===== src/rtl/dispatch_pkg.sv =====
package dispatch_pkg;

    typedef enum logic [1:0] {
        SLOT_FREE,
        SLOT_LOADING,
        SLOT_RUNNING
    } slot_state_e;

    typedef enum logic {
        DSP_IDLE,
        DSP_ISSUE
    } dsp_state_e;

    // Sources 0..nq-1 are queue lines, nq..nq+ntrig-1 are trigger lines.
    function automatic int src_task(int src, int nq, int ntrig, int ntask);
        if (src >= nq) begin
            return src - nq;
        end
        return ntrig + (src % (ntask - ntrig));
    endfunction

endpackage


===== src/rtl/dispatch_event_map.sv =====
module dispatch_event_map
    import dispatch_pkg::*;
#(
    parameter int NQ    = 7,
    parameter int NTRIG = 2,
    parameter int NTASK = 5
) (
    input  logic [NQ-1:0]    q_evt,
    input  logic [NTRIG-1:0] t_evt,
    output logic [NTASK-1:0] req
);
    localparam int NSRC = NQ + NTRIG;

    function automatic logic [NSRC-1:0] src_mask(int tsk);
        logic [NSRC-1:0] m;
        m = '0;
        for (int s = 0; s < NSRC; s++) begin
            if (src_task(s, NQ, NTRIG, NTASK) == tsk) begin
                m[s] = 1'b1;
            end
        end
        return m;
    endfunction

    logic [NSRC-1:0] all_evt;
    assign all_evt = {t_evt, q_evt};

    for (genvar t = 0; t < NTASK; t++) begin : g_task
        localparam logic [NSRC-1:0] MASK = src_mask(t);
        assign req[t] = |(all_evt & MASK);
    end

endmodule


===== src/rtl/dispatch_pick.sv =====
module dispatch_pick #(
    parameter int N = 5,
    localparam int W = (N > 1) ? $clog2(N) : 1
) (
    input  logic [N-1:0] vec,
    output logic         found,
    output logic [W-1:0] idx
);
    assign found = |vec;

    always_comb begin
        idx = '0;
        for (int i = N - 1; i >= 0; i--) begin
            if (vec[i]) begin
                idx = W'(i);
            end
        end
    end

endmodule


===== src/rtl/dispatch_slot.sv =====
module dispatch_slot
    import dispatch_pkg::*;
#(
    parameter int TW = 3
) (
    input  logic          clk,
    input  logic          rst,
    input  logic          grant,
    input  logic [TW-1:0] grant_task,
    input  logic          ack,
    input  logic          done,
    output logic          free,
    output logic          loading,
    output logic [TW-1:0] task_id
);
    slot_state_e state_q, state_n;
    logic [TW-1:0] task_q;

    always_ff @(posedge clk) begin
        if (rst) begin
            state_q <= SLOT_FREE;
            task_q  <= '0;
        end else begin
            state_q <= state_n;
            if (grant && state_q == SLOT_FREE) begin
                task_q <= grant_task;
            end
        end
    end

    always_comb begin
        state_n = state_q;
        unique case (state_q)
            SLOT_FREE:    if (grant) state_n = SLOT_LOADING;
            SLOT_LOADING: if (ack)   state_n = SLOT_RUNNING;
            SLOT_RUNNING: if (done)  state_n = SLOT_FREE;
            default:                 state_n = SLOT_FREE;
        endcase
    end

    always_comb begin
        free    = (state_q == SLOT_FREE);
        loading = (state_q == SLOT_LOADING);
        task_id = task_q;
    end

    AST_NO_PREEMPT: assert property (@(posedge clk) disable iff (rst)
        (state_q == SLOT_RUNNING && !done) |=> (state_q == SLOT_RUNNING));

    AST_LOADING_HOLDS: assert property (@(posedge clk) disable iff (rst)
        (state_q == SLOT_LOADING && !ack) |=> (state_q == SLOT_LOADING));

    AST_GRANT_ONLY_FREE: assert property (@(posedge clk) disable iff (rst)
        (state_q != SLOT_FREE) |=> (state_q != SLOT_FREE || $past(state_q) == SLOT_RUNNING));

endmodule


===== src/rtl/task_dispatcher.sv =====
module task_dispatcher
    import dispatch_pkg::*;
#(
    parameter int NQ    = 7,
    parameter int NTRIG = 2,
    parameter int NTASK = 5,
    parameter int NSLOT = 2,
    localparam int TW = (NTASK > 1) ? $clog2(NTASK) : 1,
    localparam int SW = (NSLOT > 1) ? $clog2(NSLOT) : 1
) (
    input  logic             clk,
    input  logic             rst,
    input  logic [NQ-1:0]    queue_evt,
    input  logic [NTRIG-1:0] trig_evt,
    input  logic [NSLOT-1:0] task_done,
    input  logic             load_done,
    output logic             load_valid,
    output logic [SW-1:0]    load_slot,
    output logic [TW-1:0]    load_task,
    output logic [NSLOT-1:0] slot_busy,
    output logic [NTASK-1:0] pending
);
    dsp_state_e state_q, state_n;

    logic [NTASK-1:0] req;
    logic [NTASK-1:0] pend_q, pend_n;
    logic [NTASK-1:0] loaded;
    logic [NTASK-1:0] clr_mask;
    logic [NSLOT-1:0] slot_free;
    logic [NSLOT-1:0] slot_loading;
    logic [TW-1:0]    slot_tid [NSLOT];

    logic             task_found;
    logic [TW-1:0]    task_pick;
    logic             slot_found;
    logic [SW-1:0]    slot_pick;
    logic             grant;
    logic             ack;
    logic [SW-1:0]    slot_q;
    logic [TW-1:0]    task_q;
    logic [NTASK-1:0] higher_mask;

    dispatch_event_map #(
        .NQ   (NQ),
        .NTRIG(NTRIG),
        .NTASK(NTASK)
    ) i_map (
        .q_evt(queue_evt),
        .t_evt(trig_evt),
        .req  (req)
    );

    dispatch_pick #(.N(NTASK)) i_task_pick (
        .vec  (pend_q),
        .found(task_found),
        .idx  (task_pick)
    );

    dispatch_pick #(.N(NSLOT)) i_slot_pick (
        .vec  (slot_free),
        .found(slot_found),
        .idx  (slot_pick)
    );

    assign grant = (state_q == DSP_IDLE) && task_found && slot_found;
    assign ack   = (state_q == DSP_ISSUE) && load_done;

    for (genvar s = 0; s < NSLOT; s++) begin : g_slot
        dispatch_slot #(.TW(TW)) i_slot (
            .clk       (clk),
            .rst       (rst),
            .grant     (grant && slot_pick == SW'(s)),
            .grant_task(task_pick),
            .ack       (ack && slot_q == SW'(s)),
            .done      (task_done[s]),
            .free      (slot_free[s]),
            .loading   (slot_loading[s]),
            .task_id   (slot_tid[s])
        );
    end

    // Tasks currently occupying a slot (loading or running)
    always_comb begin
        loaded = '0;
        for (int s = 0; s < NSLOT; s++) begin
            if (!slot_free[s]) begin
                loaded = loaded | (NTASK'(1) << slot_tid[s]);
            end
        end
    end

    always_comb begin
        clr_mask = grant ? (NTASK'(1) << task_pick) : '0;
        pend_n   = (pend_q | (req & ~loaded)) & ~clr_mask;
    end

    // State register
    always_ff @(posedge clk) begin
        if (rst) begin
            state_q <= DSP_IDLE;
            pend_q  <= '0;
            slot_q  <= '0;
            task_q  <= '0;
        end else begin
            state_q <= state_n;
            pend_q  <= pend_n;
            if (grant) begin
                slot_q <= slot_pick;
                task_q <= task_pick;
            end
        end
    end

    // Next state
    always_comb begin
        state_n = state_q;
        unique case (state_q)
            DSP_IDLE:  if (grant) state_n = DSP_ISSUE;
            DSP_ISSUE: if (ack)   state_n = DSP_IDLE;
            default:              state_n = DSP_IDLE;
        endcase
    end

    // Outputs
    always_comb begin
        load_valid = (state_q == DSP_ISSUE);
        load_slot  = slot_q;
        load_task  = task_q;
        slot_busy  = ~slot_free;
        pending    = pend_q;
    end

    assign higher_mask = (NTASK'(1) << load_task) - NTASK'(1);

    AST_CMD_STABLE: assert property (@(posedge clk) disable iff (rst)
        (load_valid && !load_done) |=> (load_valid && $stable(load_slot) && $stable(load_task)));

    AST_NEXT_AFTER_ACK: assert property (@(posedge clk) disable iff (rst)
        (load_valid && load_done) |=> !load_valid);

    AST_PEND_NOT_LOADED: assert property (@(posedge clk) disable iff (rst)
        (pending & loaded) == '0);

    AST_TARGET_LOADING: assert property (@(posedge clk) disable iff (rst)
        load_valid |-> slot_loading[load_slot]);

    AST_PRIO_ORDER: assert property (@(posedge clk) disable iff (rst)
        $rose(load_valid) |-> (($past(pending) & higher_mask) == '0));

    AST_ONE_LOADING: assert property (@(posedge clk) disable iff (rst)
        $countones(slot_loading) <= 1);

endmodule


===== config.mk =====
export PLATFORM = sky130hd
export DESIGN_NAME = task_dispatcher
export DESIGN_NICKNAME = d
export VERILOG_FILES = /design/src/rtl/dispatch_pkg.sv /design/src/rtl/dispatch_event_map.sv /design/src/rtl/dispatch_pick.sv /design/src/rtl/dispatch_slot.sv /design/src/rtl/task_dispatcher.sv
export SDC_FILE = /design/constraint.sdc
export NUM_CORES = 1
export LEC_CHECK = 0
export ABC_AREA = 1
export ABC_CLOCK_PERIOD_IN_PS = 1600
export BUFFER_PORTS_ARGS = -buffer_cell sky130_fd_sc_hd__buf_2
export CORE_ASPECT_RATIO = 0.8
export CORE_MARGIN = 5
export CORE_UTILIZATION = 51
export CTS_CLUSTER_DIAMETER = 200
export CTS_CLUSTER_SIZE = 30
export DETAILED_ROUTE_END_ITERATION = 16
export GPL_ROUTABILITY_DRIVEN = 0
export PLACE_DENSITY_LB_ADDON = 0.3
export SLEW_MARGIN = 20
export SYNTH_ARGS = -nofsm -noshare
export SYNTH_HDL_FRONTEND = slang
export SYNTH_SLANG_ARGS = --single-unit

===== constraint.sdc =====
create_clock -name clk -period 1.6 [get_ports clk]
set_input_delay 0.32 -clock clk [delete_from_list [all_inputs] [get_ports clk]]
set_output_delay 0.32 -clock clk [all_outputs]
set_load 0.05 [all_outputs]

# [After elaboration in Yosys (flattened, before gate mapping)]
# Cells that the tools add are included.
[classes] eq_ne=10 n_shift=3 muxes=21 n_bitwise=10 n_reduce_logical=18
[ops] cell="two-way mux 3 bit" n=5
[ops] cell="two-way mux 5 bit" n=3
[ops] cell="<< shifter 1 x 3 -> 5 bit (first input constant)" n=3
[ops] cell="two-way mux 2 bit" n=6
[ops] cell="case mux 2 bit (3 select lines)" n=2
[ops] cell="AND 5 bit" n=2
[ops] cell="NOT 5 bit" n=2
[ops] cell="OR 5 bit" n=2
[ops] cell="logical AND 1 bit" n=9
[ops] cell="!= test 2 x 1 -> 1 bit (second input constant)" n=4
[ops] cell="AND reduction 3 bit" n=2
[ops] cell="OR reduction 2 bit" n=3
[ops] cell="OR reduction 5 bit" n=1
[ops] cell="== test 2 x 1 -> 1 bit (second input constant)" n=2
[ops] cell="== test 2 bit (second input constant)" n=2
[ops] cell="logical NOT 2 bit" n=2
[ops] cell="two-way mux 1 bit" n=4
[ops] cell="!= test 2 bit (second input constant)" n=2
[ops] cell="NOT 1 bit" n=3
[ops] cell="OR reduction 3 bit" n=1
[ops] cell="NOT 2 bit" n=1
[ops] cell="case mux 1 bit (2 select lines)" n=1
[totals] reg_bits=20 input_bits=14 out_inout_bits=12 word_cells=70

# [Longest topological paths before layout]
[depth] depth_word=9 ltp_mapped=9 ltp_nobuf=9

# [Hierarchy]
# From an unflattened synthesis, not the netlist that was laid out.
[hier_totals] cells_unflattened=176 hier_area_um2=1116.1
[by_module_without_submodules] mod="task_dispatcher" n_inst=1 cells_per_inst=92 area_per_inst_um2=551.8
[by_module_without_submodules] mod="dispatch_slot" n_inst=2 cells_per_inst=31 area_per_inst_um2=231.5
[by_module_without_submodules] mod="dispatch_pick (i_task_pick)" n_inst=1 cells_per_inst=11 area_per_inst_um2=47.5
[by_module_without_submodules] mod="dispatch_event_map" n_inst=1 cells_per_inst=7 area_per_inst_um2=38.8
[by_module_without_submodules] mod="dispatch_pick (i_slot_pick)" n_inst=1 cells_per_inst=4 area_per_inst_um2=15.0

# [Worst setup path after synthesis]
# No wires, ideal clock.
[synth_timing] path_kind="register to register" startpoint="register pend_q[1], in the netlist pending[1]" endpoint="register g_slot[0].i_slot.task_q[0]" setup_ps=128 arrival_time_ps=1377 required_ps=1472 setup_slack_ps=96 stages_incl_launch_ff=8 path_buffers=0 path_cell_list="dfxtp_1 nor2_1 nand3_1 inv_2 nor2_8 nand2_4 o21ai_1 nor2_1"
[synth_between] elab_chain_len=5 elab_cells_between_ends=7 cone_classes="mux (2); reduce/logical (5)"
[synth_lines] element="start: declaration" line_no="task_dispatcher.sv:26" source="logic [NTASK-1:0] pend_q, pend_n;"
[synth_lines] element="start signal: assignment" line_no="task_dispatcher.sv:106" source="pend_q <= pend_n;"
[synth_lines] element="OR reduction 5 bit" line_no="dispatch_pick.sv:9" source="assign found = |vec;"
[synth_lines] element="logical AND 1 bit (2 in a row)" line_no="task_dispatcher.sv:65" source="assign grant = (state_q == DSP_IDLE) && task_found && slot_found;"
[synth_lines] element="logical AND 1 bit" line_no="task_dispatcher.sv:72" source=".grant (grant && slot_pick == SW'(s)),"
[synth_lines] element="logical AND 1 bit" line_no="dispatch_slot.sv:25" source="if (grant && state_q == SLOT_FREE) begin"
[synth_lines] element="end signal: assignment" line_no="dispatch_slot.sv:26" source="task_q <= grant_task;"
[synth_lines] element="end: declaration" line_no="dispatch_slot.sv:17" source="logic [TW-1:0] task_q;"
# Parallel ways exist; a longest one is shown, timed or not.
# A chain may end at the register's enable or synchronous reset.

# [Final worst setup path]
[layout_timing] startpoint="register g_slot[0].i_slot.state_q[0]" endpoint="output slot_busy[0]"
[layout_between] elab_chain_len=2
[layout_lines] element="start: declaration" line_no="dispatch_slot.sv:16" source="slot_state_e state_q, state_n;"
[layout_lines] element="start signal: assignment" line_no="dispatch_slot.sv:24" source="state_q <= state_n;"
[layout_lines] element="logical NOT 2 bit" line_no="dispatch_slot.sv:42" source="free = (state_q == SLOT_FREE);"
[layout_lines] element="NOT 2 bit" line_no="task_dispatcher.sv:129" source="slot_busy = ~slot_free;"
[layout_lines] element="end: declaration" line_no="task_dispatcher.sv:20" source="output logic [NSLOT-1:0] slot_busy,"
# No other way between the ends.

==> out/qor.csv <==
stage,metric,value,unit
clock_tree,cts_setup_buffers,0,
clock_tree,clock_latency,310,ps
worst_setup_path,worst_setup_path_start_kind,flop,
clock_tree,cts_tree,built,
placement,hpwl,1850,um
worst_setup_path,cp_slowest_stage_delay,400,ps
worst_setup_path,slowest_stage,dfxtp_1,
worst_setup_path,worst-setup-path-type,reg -> out,
synth,synth_common_cells,"dfxtp_1 (20), inv_1 (19), nand2_1 (18)",
synth,syn_nets,153,
drt,viasPerCell,5.18,
synth,synthDistinctLibCells,21,
global_routing,grt_pass1_vias,858,
worst_hold_path,min_path_cells,3,
worst_setup_path,reg2reg_depth,8,
sta,fin_crit,1500,ps
drt,routed_wl,2350,um
clock_tree,cts_buffer_depth,2,
synth,syn_area,0.00101,sq mm
floorplanning,num_io_pins,26,
placement,numPortBuffers,25,
floorplanning,die_area,0.00297,sq mm
sta,setup_viol,0,
synth,syn_inst,139,
floorplanning,rows,14,
synth,syn_avg_cell_area,7.26,sq um
global_routing,grt_pass1_wl,3860,um
layout,fin_area,0.00120,sq mm
sta,clock_skew,5.16,ps
drt,first_pass_iters,5,
sta,maxSlewHeadroom,0.786,
worst_setup_path,path_cells,inv_2 > nand2_4 > buf_2,
sta,drv_slew,0,
sta,finalSetupTns,0,ps
worst_setup_path,crit_path_max_fanout,8,
synth,synth_edf_count,0,
layout,drive_gt1_frac,0.262,
clock_tree,numCtsBuffers,3,
power_and_ir_drop,ir_drop,1.29,mV
worst_setup_path,crit_family,flip-flops,
drt,first_iter_violations,35,
synth,ys_ff_latch,20,
worst_setup_path,worst-path-buf-inv,2,
drt,vias,994,
clock_tree,cts_htree_levels,1,
drt,drc,0,
layout,diodes,0,
global_routing,grt_max_degree,15,
power_and_ir_drop,p_leak,0.564,nW
clock_tree,cts_hold_buf,0,
layout,syn_to_final_growth,19.4,%
worst_setup_path,cp.arrival,1180,ps
sta,hold_viol_final,0,
worst_setup_path,path_depth,3,
worst_setup_path,worstPathRequired,1280,ps
sta,rsz0062_at_grt,no,
synth,synth_async_sr_flop_share,0,
synth,ys.flop_type,dfxtp_1,
synth,synth_top_area_cell,dfxtp_1,
global_routing,track_usage,0.170,
drt,postRouteAntennaNets,0,
outcome,status,finished clean,
clock_tree,root_buffer,clkbuf_4,
sta,finalCritPeriodShare,0.940,
floorplanning,initial_core_util,0.538,
synth,synth_most_common_cell,dfxtp_1,
global_routing,antenna_found_initial,0,
layout,final_nets,183,
power_and_ir_drop,power_density,2160,mW/mm^2
clock_tree,clk_pin_slew,110,ps
sta,worstMarginPinSlew,318,ps
floorplanning,core,0.00187,sq mm
synth,synthTopCellsByArea,"dfxtp_1 (40%), inv_1 (7.1%), a21oi_1 (6.9%)",
synth,seq_area_frac_synth,0.397,
clock_tree,cts.sinks,20,
job,cap_violations,0,
floorplanning,die_w,59.7,um
sta,fmax,665,MHz
worst_hold_path,hp-class,in -> reg,
layout,fillers,171,
clock_tree,cts_resized,0,
synth,synth.top_cell.area_share,0.397,
worst_setup_path,end_kind,output pin,
synth,synth_warnings,0,
drt,avgRoutedWirePerCell,12.2,um
placement,place_area,0.00117,sq mm
floorplanning,die_h,49.8,um
global_routing,grt_overflow_total,0,
==> worst register-to-register path, delay by kind of cell, from the launching register on <==
family                 cells  cell delay (ps)
AND/OR/NAND/NOR            6              590
flip-flops                 1              360
AO/OA/AOI/OAI              1              120
buffers and inverters      1               80
==> layout by cell type, fill, tap and decap left out, types with 2 or more instances in the layout <==
cell type	count
buf_2	25
nand4_1	6
clkbuf_4	3
inv_2	5
nor2_1	14
nor3_1	2
nand2_4	6
o21ai_1	3
dfxtp_1	20
nand2_1	18
o21ai_0	7
inv_1	19
nand3_1	14
o211ai_1	3
a21oi_1	14
==> stage by stage <==
step | utilization | power (mW) | instances | setup WS, ps | hold WS (ps)
floorplan | - | 1.98 | 139 | 95.9 | 389
global placement | 0.623 | 2.26 | 188 | 405 | 449
detailed placement | 0.623 | 2.30 | 188 | 363 | 456
CTS | 0.642 | 2.61 | 192 | 96.8 | 267
global route | 0.642 | 2.79 | 192 | 43.6 | 270
finish | 0.642 | 2.60 | 192 | 95.3 | 271
==> cell families (layout without fill, tap and decap cells) <==
family	Yosys count	count (layout)	share of synthesized area
flops	20	20	0.397
compound gates	29	29	0.156
simple gates	65	65	0.354
buf+inv	25	54	0.0931
==> power by group <==
| group | internal, mW | switching [mW] |
|---|---|---|
| registers | 0.656 | 0.121 |
| clock network | 0.139 | 0.161 |
| logic | 0.422 | 1.10 |
| total | 1.22 | 1.38 |
==> area by class of cell <==
cell class,count,area (sq um),share of cell area
Clock buffer,4,36.3,0.0301
Tap cell,24,30.0,0.0249
Timing Repair Buffer,26,133,0.110
Sequential cell,20,400,0.333
Inverter,24,90.1,0.0748
Multi-Input combinational cell,94,514,0.427
==> registers in the layout, indices dropped and copies added, names as in the netlist <==
name and count:
load_slot 1, pending 5, load_valid 1, g_slot.i_slot.state_q 4, load_task 3, g_slot.i_slot.task_id 6
==> routing by layer <==
layer | global-route usage | vias to the layer above | part of all wire
met5 | 0 | - | 0
met4 | 0.0664 | 0 | 0.013
met3 | 0.0574 | 4 | 0.10
met2 | 0.246 | 39 | 0.44
met1 | 0.227 | 431 | 0.45
li1 | - | 520 | -
==> final timing paths <==
path | startpoint | end | slack (ps)
setup / recovery | g_slot[0].i_slot.state_q[0] | slot_busy[0] | 100
hold / removal | trig_evt[1] | pending[1] | 270
setup reg to reg | g_slot[0].i_slot.state_q[0] | g_slot[0].i_slot.task_id[1] | 350
hold reg to reg | load_task[2] | load_task[2] | 470
Power figures use the tool's default switching activity.
